`src/rtl/cfgport_pkg.sv`:
```
package cfgport_pkg;

    typedef enum logic [2:0] {
        ST_IDLE,
        ST_ADDR,
        ST_ADDR_ACK,
        ST_WDATA,
        ST_WACK,
        ST_RDATA,
        ST_RACK,
        ST_SKIP
    } link_st_e;

    localparam logic [6:0] ADDR_STRAP_HI = 7'b1001110;
    localparam logic [6:0] ADDR_STRAP_LO = 7'b0110111;

    localparam logic [1:0] SEL_REG_A = 2'b00;
    localparam logic [1:0] SEL_REG_B = 2'b01;
    localparam logic [1:0] SEL_RESET = 2'b10;

    localparam int DATA_W = 6;

endpackage

```
`src/rtl/cfgport_lineconv.sv`:
```
module cfgport_lineconv #(
    parameter int SYNC_STAGES = 2
) (
    input  logic clk,
    input  logic rst_n,
    input  logic scl_i,
    input  logic sda_i,
    output logic scl_s,
    output logic sda_s,
    output logic scl_rise,
    output logic scl_fall,
    output logic start_det,
    output logic stop_det
);

    typedef struct packed {
        logic [SYNC_STAGES-1:0] scl_sh;
        logic [SYNC_STAGES-1:0] sda_sh;
        logic                   scl_prev;
        logic                   sda_prev;
    } line_t;

    line_t q, d;

    always_comb begin
        d          = q;
        d.scl_sh   = {q.scl_sh[SYNC_STAGES-2:0], scl_i};
        d.sda_sh   = {q.sda_sh[SYNC_STAGES-2:0], sda_i};
        d.scl_prev = q.scl_sh[SYNC_STAGES-1];
        d.sda_prev = q.sda_sh[SYNC_STAGES-1];
    end

    always_ff @(posedge clk or negedge rst_n) begin
        if (!rst_n) q <= '1;
        else        q <= d;
    end

    assign scl_s     = q.scl_sh[SYNC_STAGES-1];
    assign sda_s     = q.sda_sh[SYNC_STAGES-1];
    assign scl_rise  = scl_s & ~q.scl_prev;
    assign scl_fall  = ~scl_s & q.scl_prev;
    assign start_det = scl_s & q.scl_prev & q.sda_prev & ~sda_s;
    assign stop_det  = scl_s & q.scl_prev & ~q.sda_prev & sda_s;

endmodule

```
`src/rtl/cfgport_link.sv`:
```
module cfgport_link
    import cfgport_pkg::*;
#(
    parameter int PORT_W = 5
) (
    input  logic              clk,
    input  logic              rst_n,
    input  logic              sda_s,
    input  logic              scl_rise,
    input  logic              scl_fall,
    input  logic              start_det,
    input  logic              stop_det,
    input  logic              addr_sel,
    input  logic [PORT_W-1:0] port_in,
    input  logic [7:0]        reg_a,
    input  logic [7:0]        reg_b,
    output logic              sda_oe,
    output logic              wr_stb,
    output logic [7:0]        wr_byte
);

    localparam int PAD_W = 8 - PORT_W;

    typedef struct packed {
        link_st_e          st;
        logic [3:0]        cnt;
        logic [7:0]        shreg;
        logic              rw;
        logic [1:0]        idx;
        logic [PORT_W-1:0] snap;
        logic              snap_arm;
        logic              oe;
        logic              mack;
        logic              wstb;
    } link_t;

    link_t q, d;

    logic [6:0] own_addr;
    logic [7:0] snap_byte;
    logic [7:0] next_tx;

    assign own_addr  = addr_sel ? ADDR_STRAP_HI : ADDR_STRAP_LO;
    assign snap_byte = {{PAD_W{1'b0}}, q.snap};
    assign next_tx   = (q.idx == 2'd0) ? reg_b : snap_byte;

    always_comb begin
        d      = q;
        d.wstb = 1'b0;

        if (scl_rise && q.snap_arm) begin
            d.snap     = port_in;
            d.snap_arm = 1'b0;
        end

        if (start_det) begin
            d.st       = ST_ADDR;
            d.cnt      = 4'd0;
            d.oe       = 1'b0;
            d.snap_arm = 1'b1;
        end else if (stop_det) begin
            d.st = ST_IDLE;
            d.oe = 1'b0;
        end else begin
            unique case (q.st)
                ST_ADDR, ST_WDATA: begin
                    if (scl_rise && q.cnt != 4'd8) begin
                        d.shreg = {q.shreg[6:0], sda_s};
                        d.cnt   = q.cnt + 4'd1;
                    end else if (scl_fall && q.cnt == 4'd8) begin
                        if (q.st == ST_ADDR) begin
                            if (q.shreg[7:1] == own_addr) begin
                                d.oe = 1'b1;
                                d.rw = q.shreg[0];
                                d.st = ST_ADDR_ACK;
                            end else begin
                                d.st = ST_SKIP;
                            end
                        end else begin
                            d.oe   = 1'b1;
                            d.wstb = 1'b1;
                            d.st   = ST_WACK;
                        end
                    end
                end
                ST_ADDR_ACK: begin
                    if (scl_fall) begin
                        d.cnt = 4'd0;
                        if (q.rw) begin
                            d.idx   = 2'd0;
                            d.shreg = reg_a;
                            d.oe    = ~reg_a[7];
                            d.st    = ST_RDATA;
                        end else begin
                            d.oe = 1'b0;
                            d.st = ST_WDATA;
                        end
                    end
                end
                ST_WACK: begin
                    if (scl_fall) begin
                        d.oe = 1'b0;
                        d.st = ST_SKIP;
                    end
                end
                ST_RDATA: begin
                    if (scl_fall) begin
                        if (q.cnt == 4'd7) begin
                            d.oe   = 1'b0;
                            d.mack = 1'b0;
                            d.st   = ST_RACK;
                        end else begin
                            d.shreg = {q.shreg[6:0], 1'b0};
                            d.oe    = ~q.shreg[6];
                            d.cnt   = q.cnt + 4'd1;
                        end
                    end
                end
                ST_RACK: begin
                    if (scl_rise) begin
                        d.mack = ~sda_s;
                    end else if (scl_fall) begin
                        if (q.mack && q.idx != 2'd2) begin
                            d.idx   = q.idx + 2'd1;
                            d.shreg = next_tx;
                            d.oe    = ~next_tx[7];
                            d.cnt   = 4'd0;
                            d.st    = ST_RDATA;
                        end else begin
                            d.st = ST_SKIP;
                        end
                    end
                end
                default: ;
            endcase
        end
    end

    always_ff @(posedge clk or negedge rst_n) begin
        if (!rst_n) q <= '{st: ST_IDLE, default: '0};
        else        q <= d;
    end

    assign sda_oe  = q.oe;
    assign wr_stb  = q.wstb;
    assign wr_byte = q.shreg;

endmodule

```
`src/rtl/cfgport_regs.sv`:
```
module cfgport_regs
    import cfgport_pkg::*;
#(
    parameter int BUSY_CYCLES = 1000000
) (
    input  logic       clk,
    input  logic       rst_n,
    input  logic       wr_stb,
    input  logic [7:0] wr_byte,
    input  logic       wp,
    output logic [7:0] reg_a,
    output logic [7:0] reg_b,
    output logic       busy
);

    localparam int            CW       = $clog2(BUSY_CYCLES + 1);
    localparam logic [CW-1:0] CNT_LAST = CW'(BUSY_CYCLES - 1);

    typedef struct packed {
        logic [1:0]        sel;
        logic [DATA_W-1:0] a;
        logic [DATA_W-1:0] b;
        logic [7:0]        pend;
        logic              busy;
        logic [CW-1:0]     cnt;
    } regs_t;

    regs_t q, d;

    always_comb begin
        d = q;
        if (q.busy) begin
            if (q.cnt == CNT_LAST) begin
                d.busy = 1'b0;
                d.cnt  = '0;
                d.sel  = q.pend[7:6];
                if (q.pend[7:6] == SEL_REG_A)      d.a = q.pend[DATA_W-1:0];
                else if (q.pend[7:6] == SEL_REG_B) d.b = q.pend[DATA_W-1:0];
            end else begin
                d.cnt = q.cnt + 1'b1;
            end
        end else if (wr_stb && !wp) begin
            d.pend = wr_byte;
            d.busy = 1'b1;
            d.cnt  = '0;
        end
    end

    always_ff @(posedge clk or negedge rst_n) begin
        if (!rst_n) q <= '{sel: SEL_RESET, default: '0};
        else        q <= d;
    end

    assign reg_a = {q.sel, q.a};
    assign reg_b = {q.sel, q.b};
    assign busy  = q.busy;

endmodule

```
`src/rtl/cfgport_i2c.sv`:
```
module cfgport_i2c #(
    parameter int PORT_W      = 5,
    parameter int BUSY_CYCLES = 1000000,
    parameter int SYNC_STAGES = 2
) (
    input  logic              clk,
    input  logic              rst_n,
    input  logic              scl_i,
    input  logic              sda_i,
    output logic              sda_oe,
    input  logic              addr_sel,
    input  logic              wp,
    input  logic [PORT_W-1:0] port_in,
    output logic [7:0]        reg_a,
    output logic [7:0]        reg_b,
    output logic              busy
);

    logic       scl_s, sda_s, scl_rise, scl_fall, start_det, stop_det;
    logic       wr_stb;
    logic [7:0] wr_byte;

    cfgport_lineconv #(.SYNC_STAGES(SYNC_STAGES)) u_line (
        .clk       (clk),
        .rst_n     (rst_n),
        .scl_i     (scl_i),
        .sda_i     (sda_i),
        .scl_s     (scl_s),
        .sda_s     (sda_s),
        .scl_rise  (scl_rise),
        .scl_fall  (scl_fall),
        .start_det (start_det),
        .stop_det  (stop_det)
    );

    cfgport_link #(.PORT_W(PORT_W)) u_link (
        .clk       (clk),
        .rst_n     (rst_n),
        .sda_s     (sda_s),
        .scl_rise  (scl_rise),
        .scl_fall  (scl_fall),
        .start_det (start_det),
        .stop_det  (stop_det),
        .addr_sel  (addr_sel),
        .port_in   (port_in),
        .reg_a     (reg_a),
        .reg_b     (reg_b),
        .sda_oe    (sda_oe),
        .wr_stb    (wr_stb),
        .wr_byte   (wr_byte)
    );

    cfgport_regs #(.BUSY_CYCLES(BUSY_CYCLES)) u_regs (
        .clk     (clk),
        .rst_n   (rst_n),
        .wr_stb  (wr_stb),
        .wr_byte (wr_byte),
        .wp      (wp),
        .reg_a   (reg_a),
        .reg_b   (reg_b),
        .busy    (busy)
    );

    logic unused_scl;
    assign unused_scl = scl_s;

endmodule

```
`config.mk`:
```
export PLATFORM = sky130hd
export DESIGN_NAME = cfgport_i2c
export DESIGN_NICKNAME = d
export VERILOG_FILES = /design/src/rtl/cfgport_pkg.sv /design/src/rtl/cfgport_lineconv.sv /design/src/rtl/cfgport_link.sv /design/src/rtl/cfgport_regs.sv /design/src/rtl/cfgport_i2c.sv
export SDC_FILE = /design/constraint.sdc
export NUM_CORES = 1
export LEC_CHECK = 0
export ABC_AREA = 1
export BUFFER_PORTS_ARGS = -buffer_cell sky130_fd_sc_hd__buf_2
export CORE_MARGIN = 5
export CORE_UTILIZATION = 50
export CTS_CLUSTER_SIZE = 16
export DETAILED_ROUTE_END_ITERATION = 8
export HOLD_SLACK_MARGIN = 0.1
export PLACE_DENSITY_LB_ADDON = 0.25
export SYNTH_ARGS = -nofsm -noshare
export SYNTH_HDL_FRONTEND = slang
export SYNTH_HIERARCHICAL = 1
export SYNTH_SLANG_ARGS = --single-unit
```
`constraint.sdc`:
```
create_clock -name clk -period 2.2 [get_ports clk]
set_input_delay 0.33 -clock clk [delete_from_list [all_inputs] [get_ports clk]]
set_output_delay 0.33 -clock clk [all_outputs]
set_load 0.02 [all_outputs]
```
==> results of run 1 <==
[critical path, delay by kind of cell, from the launching register on]
family / cells / cell delay [ns]
compound gates: 2 / 0.28
buf+inv: 2 / 0.20
flops: 1 / 0.55
simple gates: 5 / 0.85
[cell type report]
| cell class | instances | area [sq um] |
|---|---|---|
| clock inverters | 7 | 80.1 |
| well taps | 108 | 135 |
| fillers | 814 | 3920 |
| flip-flops and latches | 76 | 1910 |
| repair buffers | 36 | 223 |
| multi-input cells | 423 | 2150 |
| clock buffers | 9 | 124 |
| inverters | 68 | 263 |
[worst paths after layout]
kind,from,endpoint,cells past startpoint
setup / recovery,u_line/q[1]$_DFF_PN1_,u_link/wr_byte[5]$_DFFE_PN0P_,9
hold / removal,port_in[3],u_link/q[7]$_DFFE_PN0P_,2
setup reg to reg,u_line/q[1]$_DFF_PN1_,u_link/wr_byte[5]$_DFFE_PN0P_,9
hold reg to reg,u_line/d[5]$_DFF_PN1_,u_line/scl_s$_DFF_PN1_,0
max in group asynchronous,rst_n,u_regs/reg_a[7]$_DFFE_PN1P_,3
min in group asynchronous,rst_n,u_regs/q[13]$_DFFE_PN0P_,2
[where the power goes]
group          switching, mW  internal (mW)
clock                  0.573          0.542
combinational          0.917          0.469
sequential             0.176           1.58
total                   1.67           2.59
[per-stage QoR]
step                util [%]  hold slack (ns)  total power, mW  area [sq um]  instances
floorplan                  -           0.0344             2.89          4560        600
global placement        52.8            0.289             3.12          4650        708
detailed placement      52.8            0.296             3.15          4650        708
CTS                     55.5            0.205             4.27          4890        727
global route            55.5            0.213             4.58          4890        727
finish                  55.5            0.217             4.26          4890        727
[layer usage]
metal	global-route usage [%]	vias to the layer above	wire (um)
met2	30.4	100	4760
met4	5.37	0	155
met3	4.22	14	587
met1	27.1	1763	4770
li1	-	1917	-
met5	0	-	0
[flip-flops by register name (all words and copies together), names as in the netlist]
signal,cells
u_line/d,2
u_line/q,2
u_line/scl_s,1
u_line/sda_s,1
u_link/q,17
u_link/sda_oe,1
u_link/wr_byte,8
u_link/wr_stb,1
u_regs/busy,1
u_regs/q,28
u_regs/reg_a,8
u_regs/reg_b,6
[repair_timing]
item                                   in CTS  in global routing
hold buffers                                3                  0
setup buffers                               0                  0
endpoints found under the hold margin      31                  0
setup endpoints to repair                   0                  0
[placed cells by master (no fill, tap or decap), types with 3 or more instances in the layout]
master and n:
nor2_2 12, clkbuf_8 9, dfrtp_1 69, nor2_4 4
a21oi_1 16, inv_6 3, dfstp_2 7, nand3_1 49
nor2_1 60, nand3_2 3, o21ai_2 7, inv_1 59
nand4_1 11, buf_2 27, nand2_1 179, xor2_1 8
mux2_2 9, ha_1 5, nand2_2 7, o21ai_0 29
o22ai_1 5, dlygate4sd3_1 3, inv_2 8, buf_4 5
[cells by family (layout without fill, tap and decap cells)]
group,after synthesis,count (layout),synth area share (%)
buffers and inverters,101,120,10.9
AO/OA/AOI/OAI,64,64,8.07
AND/OR/NAND/NOR,336,336,33.8
multiplexers,9,9,2.22
flip-flops,76,76,41.9
XOR/XNOR,9,9,1.73
adder cells (fa/ha/maj),5,5,1.37
==> results.sh, run 1 <==
export IMPL_synth_edf_count=0
export IMPL_initial_core_util_pct=51.8
export IMPL_first_global_vias=3660
export IMPL_syn_area_sq_um=4560
export IMPL_finalSetupTns_ns=0
export IMPL_tightest_slew_ns=0.630
export IMPL_crit_path_cell_trace="inv_1 > nor2_1 > inv_1 > o21ai_0 > nand3_2 > nor2_2 > nand2_4 > nand2_1 > o21ai_2"
export IMPL_overflow=0
export IMPL_drt_iter0_markers=253
export IMPL_ys_seq_area_share_pct=41.9
export IMPL_drive_gt1_share_pct=18.6
export IMPL_slowest_stage="dfstp_2"
export IMPL_num_nets_final=630
export IMPL_drv_cap=0
export IMPL_yosysTopAreaCellShare_pct=37.9
export IMPL_period_needed_ns=1.97
export IMPL_slew_headroom_pct=57.8
export IMPL_synthCells=600
export IMPL_clk_pin_slew_ns=0.09
export IMPL_r2r_slack_ns=0.23
export IMPL_antenna_left=0
export IMPL_clock_skew_ns=0.0200
export IMPL_synth_most_common_cell="nand2_1"
export IMPL_cts_root_buf="clkbuf_8"
export IMPL_crit_type="reg2reg"
export IMPL_synth_seq_cells=76
export IMPL_ctsResizeCount=0
export IMPL_drt_vias_per_instance=5.22
export IMPL_die_area_sq_um=11100
export IMPL_syn2layout_area_growth_pct=7.13
export IMPL_synth_ff_type="dfrtp_1"
export IMPL_setup_viol=0
export IMPL_path_common_cell="inv_1"
export IMPL_worstSetupStartpointType="flop"
export IMPL_ios=29
export IMPL_cp_required_ns=2.44
export IMPL_ys_types=37
export IMPL_synth_top_area_cell="dfrtp_1"
export IMPL_cts_buffer_depth=2
export IMPL_crit_fanout=16
export IMPL_cts_htree_levels=3
export IMPL_syn_avg_cell_area_sq_um=7.60
export IMPL_hpwl_mm=7.71
export IMPL_gp_congestion=0.926
export IMPL_cts_tree="yes"
export IMPL_max_stage_delay_ns=0.55
export IMPL_fin_crit_sh_pct=89.6
export IMPL_power_per_cell_area_nw_per_um2=871
export IMPL_run_status="finished, final reports clean"
export IMPL_synthesis_nets=616
export IMPL_grtUsageTotal_pct=19.4
export IMPL_fmax_ghz=0.507
export IMPL_rsz0062_at_grt="false"
export IMPL_wirelength_mm=10.3
export IMPL_vias=3794
export IMPL_fp_dieW_um=106
export IMPL_synth_area_leaders="dfrtp_1 38%, nand2_1 15%, nand3_1 5.4%, nor2_1 4.9%, inv_1 4.9%"
export IMPL_antenna_cells=0
export IMPL_power_leakage_nw=2.47
export IMPL_fp_dieH_um=106
export IMPL_hold_violations=0
export IMPL_end_kind="flop"
export IMPL_clk_latency_ns=0.36
export IMPL_yosys_warnings=6
export IMPL_drv_slew=0
export IMPL_rows=34
export IMPL_place_ws_ns=0.265
export IMPL_worst_slack_ns=0.228
export IMPL_cts_sinks=76
export IMPL_synth_common_cells="179 x nand2_1, 69 x dfrtp_1, 60 x nor2_1"
export IMPL_grt_start_max_net_pins=48
export IMPL_core_sq_um=8810
export IMPL_cts_made_buffers=9
export IMPL_drt_pass1_iterations=4
export IMPL_post_route_drc_count=0
export IMPL_critPathArrivalTime_ns=2.21
export IMPL_grt_antenna_before_repair=0
export IMPL_async_flop_share_pct=100
export IMPL_avgRoutedWirePerCell_um=14.1
export IMPL_hold_path_class="in2reg"
export IMPL_port_buffers=28
export IMPL_grt_pass1_wl_mm=17.6
export IMPL_vdd_drop_max_uv=499
Power figures use the tool's default switching activity.
==> inputs of run 2 (changes only) <==
clock period = 2.4 ns   (was 2.2 ns; I/O delays follow)
==> run 2 against run 1 <==
  * Clock power decreased by 9.8%
  * First-iteration DRC count up 11%
  * Sequential power decreased by 8%
  * Global-route usage is 0.30 points higher
  * Power down 8.9%
  * Core utilization about the same
  * Combinational power is 9% lower
  * Via count rose by 2.1%
  * Die area unchanged
==> results.sh, run 2 (synthesis results as in run 1) <==
export IMPL_run_status="finished, final reports clean"
export IMPL_drive_gt1_share_pct=18.6
export IMPL_gp_congestion=0.919
export IMPL_stdcell_area_sq_um=4890
export IMPL_vias=3874
export IMPL_cp_required_ns=2.64
export IMPL_setup_viol=0
export IMPL_clk_pin_slew_ns=0.09
export IMPL_slew_headroom_pct=56.4
export IMPL_antenna_cells=0
export IMPL_wirelength_mm=10.5
export IMPL_cts_sinks=76
export IMPL_grtUsageTotal_pct=19.7
export IMPL_postCtsHoldBufs=3
export IMPL_dp_cells=708
export IMPL_finalSetupTns_ns=0
export IMPL_max_stage_delay_ns=0.55
export IMPL_vdd_drop_max_uv=485
export IMPL_drt_vias_per_instance=5.33
export IMPL_clock_skew_ns=0.0123
export IMPL_critPathBufInv=2
export IMPL_largest_register="u_regs/q"
export IMPL_layout_common_cells="179 x nand2_1, 69 x dfrtp_1, 60 x nor2_1"
export IMPL_grt_start_max_net_pins=41
export IMPL_reg2regPathDepth=9
export IMPL_largest_register_ffs=28
export IMPL_fin_crit_sh_pct=81.7
export IMPL_mostFrequentLayoutCell="nand2_1"
export IMPL_grt_pass1_wl_mm=17.9
export IMPL_cts_root_buf="clkbuf_8"
export IMPL_antenna_left=0
export IMPL_power_mw=3.88
export IMPL_hold_path_class="in2reg"
export IMPL_cts_made_buffers=9
export IMPL_end_kind="flop"
export IMPL_ctsResizeCount=0
export IMPL_path_common_cell="inv_1"
export IMPL_clk_latency_ns=0.34
export IMPL_avgRoutedWirePerCell_um=14.4
export IMPL_fp_dieH_um=106
export IMPL_top_regs="u_regs/q x28, u_link/q x17"
export IMPL_syn2layout_area_growth_pct=7.22
export IMPL_first_global_vias=3725
export IMPL_crit_type="reg2reg"
export IMPL_cts_buffer_depth=2
export IMPL_slowest_stage="dfstp_2"
export IMPL_core_sq_um=8810
export IMPL_crit_path_cell_trace="inv_1 > nor2_1 > inv_1 > o21ai_0 > nand3_2 > nor2_2 > nand2_4 > nand2_1 > o21ai_2"
export IMPL_power_per_cell_area_nw_per_um2=793
export IMPL_fp_dieW_um=106
export IMPL_stdcell_count=727
export IMPL_tightest_slew_ns=0.651
export IMPL_critPathArrivalTime_ns=2.20
export IMPL_worstSetupStartpointType="flop"
export IMPL_initial_core_util_pct=51.8
export IMPL_hold_violations=0
export IMPL_cts_tree="yes"
export IMPL_utilization_pct=55.5
export IMPL_port_buffers=28
export IMPL_dpl_instance_area_sq_um=4650
export IMPL_crit_fanout=16
export IMPL_hpwl_mm=7.86
export IMPL_overflow=0
export IMPL_drv_cap=0
export IMPL_fmax_ghz=0.510
export IMPL_hold_depth=2
export IMPL_rows=34
export IMPL_rsz0062_at_grt="false"
export IMPL_post_route_drc_count=0
export IMPL_power_leakage_nw=2.48
export IMPL_ios=29
export IMPL_drv_slew=0
export IMPL_cts_htree_levels=3
export IMPL_drt_pass1_iterations=5
export IMPL_crit_family="simple AND/OR/NAND/NOR gates"
export IMPL_period_needed_ns=1.96
export IMPL_cp_num_cells=9
export IMPL_cts_setup_buffers=0
export IMPL_num_nets_final=630
export IMPL_die_area_sq_um=11100
export IMPL_grt_antenna_before_repair=0
export IMPL_drt_iter0_markers=282
==> run 2: cell count changes in the layout (fill, tap and decap cells not counted) <==
cell	delta
clkinvlp_4	-1
inv_6	-1
inv_8	-1
clkbuf_8	+1
clkinv_4	+2
==> run 2: power by group <==
group	leakage [nW]	switching, mW	total [mW]	internal [mW]
registers	0.946	0.165	1.61	1.45
logic	1.42	0.844	1.26	0.415
clock network	0.107	0.489	1.01	0.518
==> run 2: stage by stage <==
step | hold WS (ns) | setup slack, ns
2_1_floorplan | 0.0644 | 0.675
3_5_place_dp | 0.351 | 0.452
6_report | 0.257 | 0.440
3_3_place_gp | 0.347 | 0.567
5_1_grt | 0.245 | 0.167
4_1_cts | 0.243 | 0.428
==> run 2: worst register-to-register path, stage by stage, from the launching register on <==
cell,delay [ns]
dfstp_2,0.55
inv_1,0.04
nor2_1,0.30
inv_1,0.15
o21ai_0,0.22
nand3_2,0.11
nor2_2,0.15
nand2_4,0.16
nand2_1,0.12
o21ai_2,0.06
==> run 2: metal layers <==
layer  wire length [um]  up-vias  track usage [%]
li1                   -     1923                -
met2               4880      140             30.4
met5                  0        -                0
met3                605       14             3.79
met1               4830     1797             27.4
met4                147        0             7.68
==> run 2: cell type report <==
cell class	instances	area [sq um]
clock buffers	10	138
clock inverters	6	70.1
fillers	863	3920
inverters	68	263
multi-input cells	423	2150
flip-flops and latches	76	1910
well taps	108	135
repair buffers	36	223
==> run 2: worst paths after layout <==
check	from	end	slack (ns)
min in group asynchronous	rst_n	u_regs/q[11]$_DFFE_PN0P_	0.54
setup / recovery	u_line/q[1]$_DFF_PN1_	u_link/wr_byte[1]$_DFFE_PN0P_	0.44
setup reg to reg	u_line/q[1]$_DFF_PN1_	u_link/wr_byte[1]$_DFFE_PN0P_	0.44
max in group asynchronous	rst_n	u_line/q[1]$_DFF_PN1_	1.27
hold reg to reg	u_line/d[5]$_DFF_PN1_	u_line/scl_s$_DFF_PN1_	0.36
hold / removal	port_in[2]	u_link/q[6]$_DFFE_PN0P_	0.26
